==> config.mk <==
export PLATFORM = sky130hd
export DESIGN_NAME = zp_bit_seq
export DESIGN_NICKNAME = d
export VERILOG_FILES = /design/src/rtl/zp_bit_seq_pkg.sv /design/src/rtl/zp_bit_seq_ctrl.sv /design/src/rtl/zp_bit_seq_dp.sv /design/src/rtl/zp_bit_seq.sv
export SDC_FILE = /design/constraint.sdc
export NUM_CORES = 1
export LEC_CHECK = 0
export ABC_AREA = 1
export ABC_CLOCK_PERIOD_IN_PS = 3800
export BUFFER_PORTS_ARGS = -buffer_cell sky130_fd_sc_hd__clkbuf_2
export CAP_MARGIN = 20
export CELL_PAD_IN_SITES_DETAIL_PLACEMENT = 2
export CELL_PAD_IN_SITES_GLOBAL_PLACEMENT = 2
export CORE_UTILIZATION = 30
export DETAILED_ROUTE_END_ITERATION = 16
export PLACE_DENSITY_LB_ADDON = 0.15
export SLEW_MARGIN = 5
export SYNTH_ARGS = -nofsm -noshare
export SYNTH_HDL_FRONTEND = slang
export SYNTH_SLANG_ARGS = --single-unit
==> constraint.sdc <==
create_clock -name clk -period 3.8 [get_ports clk]
set_clock_uncertainty 0.1 [all_clocks]
set_input_delay 0.95 -clock clk [delete_from_list [all_inputs] [get_ports clk]]
set_output_delay 0.95 -clock clk [all_outputs]
set_load 0.02 [all_outputs]
==> src/rtl/zp_bit_seq_pkg.sv <==
package zp_bit_seq_pkg;

  localparam int OPCODE_W = 8;

  typedef enum logic [1:0] {
    KIND_TEST = 2'd0,
    KIND_BIT  = 2'd1,
    KIND_REL  = 2'd2,
    KIND_NONE = 2'd3
  } instrKind_e;

  typedef enum logic [1:0] {
    BUS_IDLE,
    BUS_OPND,
    BUS_OFFS,
    BUS_PAGE
  } busSel_e;

  typedef enum logic [1:0] {
    PC_HOLD,
    PC_REL,
    PC_BITOP,
    PC_TEST
  } pcUpd_e;

  typedef struct packed {
    logic    capOpcode;
    logic    rdEn;
    logic    wrEn;
    busSel_e busSel;
    logic    capOpnd;
    logic    capOffs;
    logic    capByte;
    pcUpd_e  pcUpd;
  } seqCtl_t;

  function automatic instrKind_e decodeKind(input logic [OPCODE_W-1:0] op);
    case (op[OPCODE_W-1:4])
      4'h0:    return KIND_TEST;
      4'h1:    return KIND_BIT;
      4'h2:    return KIND_REL;
      default: return KIND_NONE;
    endcase
  endfunction

endpackage

==> src/rtl/zp_bit_seq_ctrl.sv <==
module zp_bit_seq_ctrl
  import zp_bit_seq_pkg::*;
(
  input  logic       clk,
  input  logic       rstN,
  input  logic       start,
  input  instrKind_e kindNow,
  output seqCtl_t    ctl,
  output logic       done
);

  typedef enum logic [3:0] {
    S_IDLE, S_A_OPND, S_D_OPND, S_A_OFFS, S_D_OFFS,
    S_A_PAGE, S_D_PAGE, S_WR_PAGE, S_FIN
  } seqState_e;

  seqState_e  state, stateNxt;
  instrKind_e kindReg;
  logic       accept;

  assign accept = start && (state == S_IDLE || state == S_FIN) && (kindNow != KIND_NONE);

  always_ff @(posedge clk or negedge rstN) begin
    if (!rstN) begin
      state   <= S_IDLE;
      kindReg <= KIND_NONE;
    end else begin
      state <= stateNxt;
      if (accept) kindReg <= kindNow;
    end
  end

  always_comb begin
    ctl      = '0;
    done     = 1'b0;
    stateNxt = state;
    case (state)
      S_IDLE, S_FIN: begin
        done = (state == S_FIN);
        if (accept) begin
          ctl.capOpcode = 1'b1;
          stateNxt      = S_A_OPND;
        end else begin
          stateNxt = S_IDLE;
        end
      end
      S_A_OPND: begin
        ctl.rdEn   = 1'b1;
        ctl.busSel = BUS_OPND;
        stateNxt   = S_D_OPND;
      end
      S_D_OPND: begin
        if (kindReg == KIND_REL) begin
          ctl.pcUpd = PC_REL;
          stateNxt  = S_FIN;
        end else begin
          ctl.capOpnd = 1'b1;
          stateNxt    = (kindReg == KIND_TEST) ? S_A_OFFS : S_A_PAGE;
        end
      end
      S_A_OFFS: begin
        ctl.rdEn   = 1'b1;
        ctl.busSel = BUS_OFFS;
        stateNxt   = S_D_OFFS;
      end
      S_D_OFFS: begin
        ctl.capOffs = 1'b1;
        stateNxt    = S_A_PAGE;
      end
      S_A_PAGE: begin
        ctl.rdEn   = 1'b1;
        ctl.busSel = BUS_PAGE;
        stateNxt   = S_D_PAGE;
      end
      S_D_PAGE: begin
        if (kindReg == KIND_TEST) begin
          ctl.pcUpd = PC_TEST;
          stateNxt  = S_FIN;
        end else begin
          ctl.capByte = 1'b1;
          stateNxt    = S_WR_PAGE;
        end
      end
      S_WR_PAGE: begin
        ctl.wrEn   = 1'b1;
        ctl.busSel = BUS_PAGE;
        ctl.pcUpd  = PC_BITOP;
        stateNxt   = S_FIN;
      end
      default: stateNxt = S_IDLE;
    endcase
  end

  // completion is a single-cycle pulse
  a_r8_done_single: assert property (@(posedge clk) disable iff (!rstN)
    done |=> !done);

  // never a read and a write together
  a_r8_rd_wr_exclusive: assert property (@(posedge clk) disable iff (!rstN)
    !(ctl.rdEn && ctl.wrEn));

  // an unknown opcode leaves the sequencer idle
  a_r1_unknown_ignored: assert property (@(posedge clk) disable iff (!rstN)
    (start && kindNow == KIND_NONE && state == S_IDLE) |=> (state == S_IDLE && !ctl.rdEn));

  // a strobe mid-instruction never restarts the sequence
  a_r9_busy_ignored: assert property (@(posedge clk) disable iff (!rstN)
    (start && state != S_IDLE && state != S_FIN) |=> state != S_A_OPND);

endmodule

==> src/rtl/zp_bit_seq_dp.sv <==
module zp_bit_seq_dp
  import zp_bit_seq_pkg::*;
#(
  parameter int              ADDR_W   = 16,
  parameter int              DATA_W   = 8,
  parameter logic [ADDR_W-1:0] RESET_PC = '0
) (
  input  logic                clk,
  input  logic                rstN,
  input  seqCtl_t             ctl,
  input  logic [OPCODE_W-1:0] opcodeIn,
  input  logic                takenIn,
  input  logic [DATA_W-1:0]   rdData,
  output instrKind_e          kindNow,
  output logic [ADDR_W-1:0]   busAddr,
  output logic [DATA_W-1:0]   wrData,
  output logic [ADDR_W-1:0]   pcOut,
  output logic                carryOut
);

  localparam int IDX_W    = $clog2(DATA_W);
  localparam int PAGE_PAD = ADDR_W - DATA_W;

  logic [IDX_W:0]      opReg;
  logic                takenReg;
  logic [DATA_W-1:0]   opndReg, offsReg, byteReg;
  logic [ADDR_W-1:0]   pcReg, pcNext;
  logic                carryReg;
  logic [IDX_W-1:0]    bitIdx;
  logic                clrSel, testedBit, testHit;

  function automatic logic [ADDR_W-1:0] sext(input logic [DATA_W-1:0] v);
    return {{PAGE_PAD{v[DATA_W-1]}}, v};
  endfunction

  assign kindNow   = decodeKind(opcodeIn);
  assign bitIdx    = opReg[IDX_W:1];
  assign clrSel    = opReg[0];
  assign testedBit = rdData[bitIdx];
  assign testHit   = testedBit ^ clrSel;

  always_comb begin
    case (ctl.pcUpd)
      PC_REL:   pcNext = pcReg + ADDR_W'(2) + (takenReg ? sext(rdData) : '0);
      PC_BITOP: pcNext = pcReg + ADDR_W'(2);
      PC_TEST:  pcNext = pcReg + ADDR_W'(3) + (testHit ? sext(offsReg) : '0);
      default:  pcNext = pcReg;
    endcase
  end

  always_comb begin
    case (ctl.busSel)
      BUS_OPND: busAddr = pcReg + ADDR_W'(1);
      BUS_OFFS: busAddr = pcReg + ADDR_W'(2);
      BUS_PAGE: busAddr = {{PAGE_PAD{1'b0}}, opndReg};
      default:  busAddr = '0;
    endcase
  end

  always_comb begin
    wrData         = byteReg;
    wrData[bitIdx] = ~clrSel;
  end

  always_ff @(posedge clk or negedge rstN) begin
    if (!rstN) begin
      opReg    <= '0;
      takenReg <= 1'b0;
      opndReg  <= '0;
      offsReg  <= '0;
      byteReg  <= '0;
      pcReg    <= RESET_PC;
      carryReg <= 1'b0;
    end else begin
      if (ctl.capOpcode) begin
        opReg    <= opcodeIn[IDX_W:0];
        takenReg <= takenIn;
      end
      if (ctl.capOpnd) opndReg <= rdData;
      if (ctl.capOffs) offsReg <= rdData;
      if (ctl.capByte) byteReg <= rdData;
      if (ctl.pcUpd == PC_TEST) carryReg <= testedBit;
      pcReg <= pcNext;
    end
  end

  assign pcOut    = pcReg;
  assign carryOut = carryReg;

  // direct-page reads and writes stay in the first page
  a_r6_page_zero: assert property (@(posedge clk) disable iff (!rstN)
    ((ctl.rdEn && ctl.busSel == BUS_PAGE) || ctl.wrEn) |-> busAddr[ADDR_W-1:DATA_W] == '0);

  // write-back differs from the byte read by at most one bit
  a_r3_single_bit_change: assert property (@(posedge clk) disable iff (!rstN)
    ctl.wrEn |-> $onehot0(wrData ^ $past(rdData)));

  // write-back goes to the address that was read
  a_r3_write_same_addr: assert property (@(posedge clk) disable iff (!rstN)
    ctl.wrEn |-> busAddr == $past(busAddr, 2));

endmodule

==> src/rtl/zp_bit_seq.sv <==
module zp_bit_seq
  import zp_bit_seq_pkg::*;
#(
  parameter int                ADDR_W   = 16,
  parameter int                DATA_W   = 8,
  parameter logic [ADDR_W-1:0] RESET_PC = '0
) (
  input  logic                clk,
  input  logic                rstN,
  input  logic                start,
  input  logic [OPCODE_W-1:0] opcode,
  input  logic                branchTaken,
  output logic [ADDR_W-1:0]   memAddr,
  output logic                memRdEn,
  input  logic [DATA_W-1:0]   memRdData,
  output logic                memWrEn,
  output logic [DATA_W-1:0]   memWrData,
  output logic [ADDR_W-1:0]   pc,
  output logic                carry,
  output logic                done
);

  seqCtl_t    ctl;
  instrKind_e kindNow;

  zp_bit_seq_ctrl uCtrl (
    .clk     (clk),
    .rstN    (rstN),
    .start   (start),
    .kindNow (kindNow),
    .ctl     (ctl),
    .done    (done)
  );

  zp_bit_seq_dp #(
    .ADDR_W   (ADDR_W),
    .DATA_W   (DATA_W),
    .RESET_PC (RESET_PC)
  ) uDp (
    .clk      (clk),
    .rstN     (rstN),
    .ctl      (ctl),
    .opcodeIn (opcode),
    .takenIn  (branchTaken),
    .rdData   (memRdData),
    .kindNow  (kindNow),
    .busAddr  (memAddr),
    .wrData   (memWrData),
    .pcOut    (pc),
    .carryOut (carry)
  );

  assign memRdEn = ctl.rdEn;
  assign memWrEn = ctl.wrEn;

  // PC moves only at the edge that raises done
  a_r8_pc_with_done: assert property (@(posedge clk) disable iff (!rstN)
    (pc != $past(pc)) |-> done);

  // carry moves only at the edge that raises done
  a_r5_carry_with_done: assert property (@(posedge clk) disable iff (!rstN)
    (carry != $past(carry)) |-> done);

endmodule

==> results of run 1 <==
final cells by class:
cell class / count / area, sq um / share of cell area [%]
Sequential cell: 52 / 1300 / 20.6
Multi-Input combinational cell: 613 / 3490 / 55.1
Clock inverter: 3 / 27.5 / 0.434
Tap cell: 225 / 282 / 4.44
Inverter: 108 / 413 / 6.51
Clock buffer: 5 / 125 / 1.97
Timing Repair Buffer: 112 / 696 / 11.0
worst min-delay path, stage by stage (launching register included):
cell     delay [ns]
dfrtp_1        0.35
nand2_1        0.06
o21ai_0        0.06
Yosys cell counts (all sizes together), types with 4 or more instances:
| cell type | n | area share, % |
|---|---|---|
| o21ai | 72 | 6.9 |
| nand3b | 4 | 0.57 |
| nor3 | 7 | 1.4 |
| a22oi | 4 | 0.57 |
| inv | 108 | 7.8 |
| a21o | 5 | 0.72 |
| nand2 | 213 | 16 |
| o211ai | 6 | 0.86 |
| nand3 | 69 | 6.9 |
| a31oi | 5 | 0.60 |
| o21bai | 4 | 0.57 |
| a21oi | 45 | 4.3 |
| nor2 | 75 | 6.3 |
| nand4 | 16 | 1.9 |
| or2 | 9 | 1.1 |
| xor2 | 22 | 3.8 |
| clkbuf | 8 | 0.57 |
| ha | 38 | 9.1 |
| buf | 9 | 1.4 |
| dfrtp | 50 | 24 |
worst min-delay path by stage:
stage	end	startpoint	slack, ns	depth (start not counted)
final	uDp.opndReg[1]$_DFFE_PN0P_	uDp.opndReg[1]$_DFFE_PN0P_	0.40	2
after detailed placement	uDp.offsReg[0]$_DFFE_PN0P_	uDp.offsReg[0]$_DFFE_PN0P_	0.38	2
after CTS	uDp.offsReg[0]$_DFFE_PN0P_	uDp.offsReg[0]$_DFFE_PN0P_	0.40	2
after global placement	uDp.offsReg[0]$_DFFE_PN0P_	uDp.offsReg[0]$_DFFE_PN0P_	0.37	2
after floorplan	uDp.offsReg[2]$_DFFE_PN0P_	uDp.offsReg[2]$_DFFE_PN0P_	0.35	2
after global routing	uDp.opndReg[1]$_DFFE_PN0P_	uDp.opndReg[1]$_DFFE_PN0P_	0.43	2
kinds of logic after synthesis:
kind of cell / after synthesis / share of synthesized area, %
AND/OR/NAND/NOR: 396 / 35.0
AO/OA/AOI/OAI: 152 / 16.2
buffers and inverters: 125 / 9.77
flip-flops: 52 / 24.8
adder cells (fa/ha/maj): 40 / 9.82
XOR/XNOR: 24 / 4.15
multiplexers: 1 / 0.214
flip-flops by register name, indices dropped and copies added, names as in the netlist:
signal         count
uDp.opReg          4
uDp.carryOut       1
uCtrl.state        4
uDp.byteReg        8
uDp.opndReg        8
uDp.offsReg        8
uCtrl.kindReg      2
uDp.pcOut         16
uDp.takenReg       1
per-stage QoR:
stage	instances	TNS [ns]
floorplan	790	0
CTS	1114	0
finish	1118	0
global route	1118	-0.124
detailed placement	1106	-0.810
global placement	1106	-0.0810
cells in the final DEF (no fill, tap or decap), types with 7 or more instances in the layout:
cell type,Yosys,routed
nand2_1,205,202
inv_1,98,98
nand4_1,16,16
nor2_1,70,68
o21ai_0,62,62
buf_4,2,48
ha_1,38,36
or2_2,9,9
xor2_1,21,18
a21oi_1,45,42
o21ai_1,10,10
clkbuf_2,0,63
nand3_1,66,65
inv_2,8,7
dfrtp_1,50,50
metal layers:
metal	up-vias	share of wire, %
li1	2811	-
met1	2826	41
met2	104	52
met3	32	3.4
met4	0	3.0
met5	-	0
timing repair:
| action | 4_1_cts | 5_1_grt |
|---|---|---|
| setup endpoints to repair | 0 | 8 |
| resized for setup | 0 | 16 |
| buffers inserted | 0 | 3 |
==> metrics.csv, run 1 <==
stage,metric,value,unit
timing,timing_hold_violations_final,0,
critical_path,crit_chain,ha_1 -> nand2_2 -> nor2_4 -> nand2_4 -> nor2_1 -> nand2_1 -> xor2_2 -> nor2_1 -> o21ai_0 -> clkbuf_2,
critical_path,crit_family,simple AND/OR/NAND/NOR gates,
route,num_vias,5773,
critical_path,worstPathRequired,2.75,ns
critical_path,cp_slowest_cell,dfrtp_1,
critical_path,start_kind,register,
clock_tree,cts_tree,done,
global_route,use_met3,3.25,%
yosys,mappedNetlistNets,850,
global_route,antenna_found_initial,0,
layout,fillers,2143,
hold_path,min_path_type,reg2reg,
critical_path,crit_arrival,2.64,ns
critical_path,crit_path_end,memAddr[9],
layout,nNetsFinal,952,
global_route,grt_max_degree,25,
place,dp_hpwl,18200,um
timing,timing.hold.ws,0.399,ns
timing,max_freq,271,MHz
die,io_pins,64,
die,rows,48,
critical_path,crit_path_max_incr_delay,0.50,ns
die,start_util,30.6,%
critical_path,worst-path-max-fanout,6,
die,fp.coreArea,17200,sq um
timing,rsz0062_at_grt,true,
critical_path,rrSetupSlack,0.28,ns
layout,n_antenna_cell,0,
yosys,synth.cell_area,5250,sq um
route,dr.pass1.iters,4,
layout,final_layout_size_suffix_gt1_share,20.0,%
global_route,first_global_vias,6353,
timing,period_share,97.2,%
route,drt_iter0_markers,185,
layout,design_area,6340,sq um
clock_tree,cts_sinks,52,
critical_path,crit_type,reg2out,
critical_path,cp-end-kind,output pin,
timing,fin_ws,0.108,ns
layout,post-route-util,36.9,%
layout,area_growth,20.7,%
yosys,netlist_instances,790,
critical_path,path_buf_inv,1,
outcome,status,"complete, no violations",
global_route,overflow,0,
timing,maxSlewViolCount,0,
route,antenna_left,0,
global_route,gr-max-usage-layer,met2,
place,io_buffer_count,63,
die,die_x,134,um
global_route,met1_usage,29.1,%
place,place.gp.congestion,0.891,
place,dpl_cell_area,6090,sq um
clock_tree,cts_hold_buf,0,
critical_path,r2r-end,uDp.pcOut[15]$_DFFE_PN0P_,
place,dp_slack,-0.192,ns
critical_path,ff2ff_path_depth,26,
yosys,synth_flop_cell,dfrtp_1,
critical_path,crit-reg2reg-launch,uDp.opReg[2]$_DFFE_PN0P_,
die,fp.dieH,134,um
route,wl,22100,um
yosys,yosys_warnings,0,
clock_tree,path_clk_slew,0.08,ns
clock_tree,clk_latency,0.31,ns
route,drc,0,
critical_path,crit_path_frequent_cell,nor2_1,
route,vias_per_cell,5.16,
clock_tree,clk_path_buf_depth,2,
yosys,avgSynthCellArea,6.65,sq um
critical_path,cp_num_cells,10,
run,drv_cap,0,
timing,slew_headroom,49.6,%
global_route,grt_pass1_wl,34900,um
yosys,async_reset_ff_share,100,%
yosys,synth_seq_cells,52,
timing,layout_min_cycle_time,3.69,ns
global_route,grt_usage,25.4,%
route,wl_per_cell,19.7,um
global_route,gr-usage-met2,47.8,%
yosys,synth.distinct_cells,51,
clock_tree,cts_root_buffer,clkbuf_16,
timing,finalSetupViolCount,0,
critical_path,critPathLaunch,uDp.pcOut[1]$_DFFE_PN0P_,
yosys,seq_area_frac_synth,24.8,%
timing,worst_pin_slew,0.753,ns
die,die_area,18000,sq um
clock_tree,cts_buffers,5,
yosys,synth-edff-count,0,
clock_tree,htreeDepth,2,
Power of run 1 is left out: the tool's default activity adds up to more than one toggle a clock period on the data nets, which glitch-free logic cannot reach.
==> inputs of run 2 (changes only) <==
--- a/config.mk
+++ b/config.mk
@@ -5,15 +5,16 @@
 export SDC_FILE = /design/constraint.sdc
 export NUM_CORES = 1
 export LEC_CHECK = 0
-export ABC_AREA = 1
 export ABC_CLOCK_PERIOD_IN_PS = 3800
 export BUFFER_PORTS_ARGS = -buffer_cell sky130_fd_sc_hd__clkbuf_2
 export CAP_MARGIN = 20
 export CELL_PAD_IN_SITES_DETAIL_PLACEMENT = 2
 export CELL_PAD_IN_SITES_GLOBAL_PLACEMENT = 2
 export CORE_UTILIZATION = 30
+export CTS_CLUSTER_SIZE = 10
 export DETAILED_ROUTE_END_ITERATION = 16
 export PLACE_DENSITY_LB_ADDON = 0.15
+export REMOVE_ABC_BUFFERS = 1
 export SLEW_MARGIN = 5
 export SYNTH_ARGS = -nofsm -noshare
 export SYNTH_HDL_FRONTEND = slang
==> run 2 against run 1 <==
  * The run now ends with setup timing left
  * Routed wire length up 0.82%
  * Sequential share of layout area shrank 1.6 points
  * Maximum frequency fell by 12%
  * Count of clock-buffer cells in the layout stayed put
  * Synthesized area shrank 4.6%
  * Worst hold slack got worse by 0.0065 ns
  * Worst setup slack got worse by 0.52 ns
  * Register-to-register slack got worse by 0.48 ns
  * Die area is 4.6% lower
  * Highest routed layer unchanged
==> metrics.csv, run 2 <==
stage,metric,value,unit
critical_path,worst-path-max-fanout,2,
die,fp.coreArea,16100,sq um
timing,worst_pin_slew,0.915,ns
clock_tree,path_clk_slew,0.08,ns
global_route,gr-usage-met2,49.0,%
critical_path,worstPathRequired,3.88,ns
route,drt_iter0_markers,232,
layout,nNetsFinal,796,
timing,fin_tns_setup,-3.23,ns
die,start_util,31.2,%
timing,slew_headroom,39.0,%
yosys,synth.cell_area,5010,sq um
global_route,grt_pass1_wl,34000,um
timing,finalSetupViolCount,12,
global_route,use_met3,3.20,%
yosys,yosysMostFrequentCell,nor2_1,
die,rows,46,
yosys,synth.distinct_cells,77,
route,drc,0,
timing,max_freq,237,MHz
route,vias_per_cell,5.48,
yosys,synth.top_cell.area_share,25.0,%
die,fp.dieH,131,um
clock_tree,htreeDepth,2,
clock_tree,clk_path_buf_depth,2,
yosys,synth_flop_cell,dfrtp_1,
layout,area_growth,37.7,%
global_route,grt_max_degree,34,
route,antenna_left,0,
die,die_x,131,um
layout,most-common-layout-cells,"buf_4, nor2_1, clkbuf_2",
clock_tree,cts_buffers,5,
global_route,gr-max-usage-layer,met2,
run,drv_cap,0,
clock_tree,cts_tree,done,
timing,maxSlewViolCount,0,
critical_path,crit_chain,clkbuf_8 -> mux2_4 -> a221oi_4 -> o22ai_2 -> xor2_2 -> buf_4 -> buf_6 -> nand2_4 -> ha_4 -> inv_4 -> ha_4 -> inv_4 -> fa_2 -> nand2b_4 -> buf_4 -> a21oi_4 -> a21o_1 -> a21oi_2 -> xnor2_2 -> a221oi_2 -> o22ai_1,
route,dr.pass1.iters,4,
timing,layout_min_cycle_time,4.21,ns
timing,timing_hold_violations_final,0,
critical_path,cp_slowest_cell,fa_2,
hold_path,min_path_type,reg2reg,
global_route,met1_usage,29.1,%
place,placed_cells,930,
route,num_vias,5226,
global_route,first_global_vias,5902,
place,io_buffer_count,63,
place,place.gp.congestion,0.861,
clock_tree,cts_hold_buf,0,
die,die_area,17200,sq um
outcome,status,"complete, but fails checks",
yosys,avgSynthCellArea,8.43,sq um
yosys,synth-edff-count,0,
place,dp_hpwl,16300,um
clock_tree,cts_root_buffer,clkbuf_16,
die,io_pins,64,
layout,layout_commonest_cell,buf_4,
timing,period_share,111,%
critical_path,cp-end-kind,register,
yosys,async_reset_ff_share,100,%
critical_path,crit_arrival,4.30,ns
critical_path,start_kind,input port,
route,wl,22200,um
yosys,synth_seq_cells,52,
layout,fin_cells,953,
yosys,yosys_warnings,0,
critical_path,crit_type,in2reg,
clock_tree,clk_latency,0.31,ns
global_route,overflow,0,
yosys,synthTopCellsByCount,"nor2_1, dfrtp_1, a21oi_1, nand2_1, ha_1",
timing,fin_ws,-0.415,ns
route,wl_per_cell,23.3,um
yosys,synth_top_area_cell,dfrtp_1,
layout,final_layout_size_suffix_gt1_share,39.2,%
timing,rsz0062_at_grt,true,
clock_tree,cts_sinks,52,
outcome,violations,setup timing,
yosys,seq_area_frac_synth,26.0,%
layout,n_antenna_cell,0,
critical_path,crit_path_max_incr_delay,0.37,ns
layout,largest_reg_flops,16,
yosys,netlist_instances,594,
yosys,synthTopCellsByArea,"dfrtp_1, ha_1, mux2_2, xnor2_1, nor2_1",
global_route,antenna_found_initial,0,
global_route,grt_usage,25.6,%
-- run 2: changes by cell type after synthesis, sizes merged, moves of 13 or more --
cell	delta
and2	+17
inv	-86
xnor2	+34
o21ai	-38
nand3	-47
mux2	+33
nand2	-173
nand4	-13
-- run 2: final timing paths --
path / start / end / slack (ns) / cells after the start
max: memRdData[7] / uDp.pcOut[7]$_DFFE_PN0P_ / -0.41 / 21
min: uDp.carryOut$_DFFE_PN0P_ / uDp.carryOut$_DFFE_PN0P_ / 0.39 / 2
max reg2reg: uDp.opReg[3]$_DFFE_PN0P_ / uDp.pcOut[7]$_DFFE_PN0P_ / -0.20 / 20
min reg2reg: uDp.carryOut$_DFFE_PN0P_ / uDp.carryOut$_DFFE_PN0P_ / 0.39 / 2
max in group asynchronous: rstN / uCtrl.kindReg[1]$_DFFE_PN1P_ / 2.16 / 2
min in group asynchronous: rstN / uCtrl.state[0]$_DFF_PN0_ / 0.66 / 1
-- run 2: critical path: cells and delay by family --
family | cells | cell delay, ns
compound gates | 7 | 1.21
xor+xnor | 2 | 0.33
fa+ha+maj | 3 | 0.68
buf+inv | 6 | 0.62
mux | 1 | 0.26
simple gates | 2 | 0.22
-- run 2: layout make-up --
type                            count  area (sq um)
Fill cell                        1768          9170
Multi-Input combinational cell    488          3920
Sequential cell                    52          1310
Timing Repair Buffer              166          1150
Tap cell                          216           270
Clock buffer                        5           125
Inverter                           23          93.8
Clock inverter                      3          27.5
-- run 2: cells by family (layout without fill, tap and decap cells) --
logic type                 Yosys count  in the layout  share of synthesized area, %
buffers and inverters               54            197                          4.80
xor gates and xnor gates            52             52                          9.42
adders and majority gates           40             40                          10.3
AOI/OAI and AO/OA                  150            150                          19.7
DFF                                 52             52                          26.0
and+or+nand+nor                    208            208                          21.2
muxes                               38             38                          8.45
-- run 2: metal layers --
layer | part of all wire, % | vias to the layer above | routed length, um
met5 | 0 | - | 0
met4 | 3.2 | 0 | 722
met3 | 2.9 | 38 | 644
met2 | 53 | 99 | 11800
met1 | 41 | 2677 | 9110
li1 | - | 2412 | -
-- run 2: repair_timing --
action	in CTS	in global routing
gates cloned	0	0
setup buffers	11	5
endpoints found under the setup margin	12	16
gates resized for setup	67	35
pin swaps	36	31
-- run 2: metrics by stage --
| step | hold slack, ns | utilization [%] | cell area (sq um) | setup WS, ns |
|---|---|---|---|---|
| floorplan | 0.372 | - | 4850 | -0.806 |
| global placement | 0.369 | 38.0 | 6100 | -1.01 |
| finish | 0.392 | 42.9 | 6890 | -0.415 |
| CTS | 0.403 | 41.7 | 6700 | -0.442 |
| global route | 0.431 | 42.9 | 6890 | -0.546 |
| detailed placement | 0.378 | 38.0 | 6100 | -1.15 |
Power of run 2 is left out for the same reason.
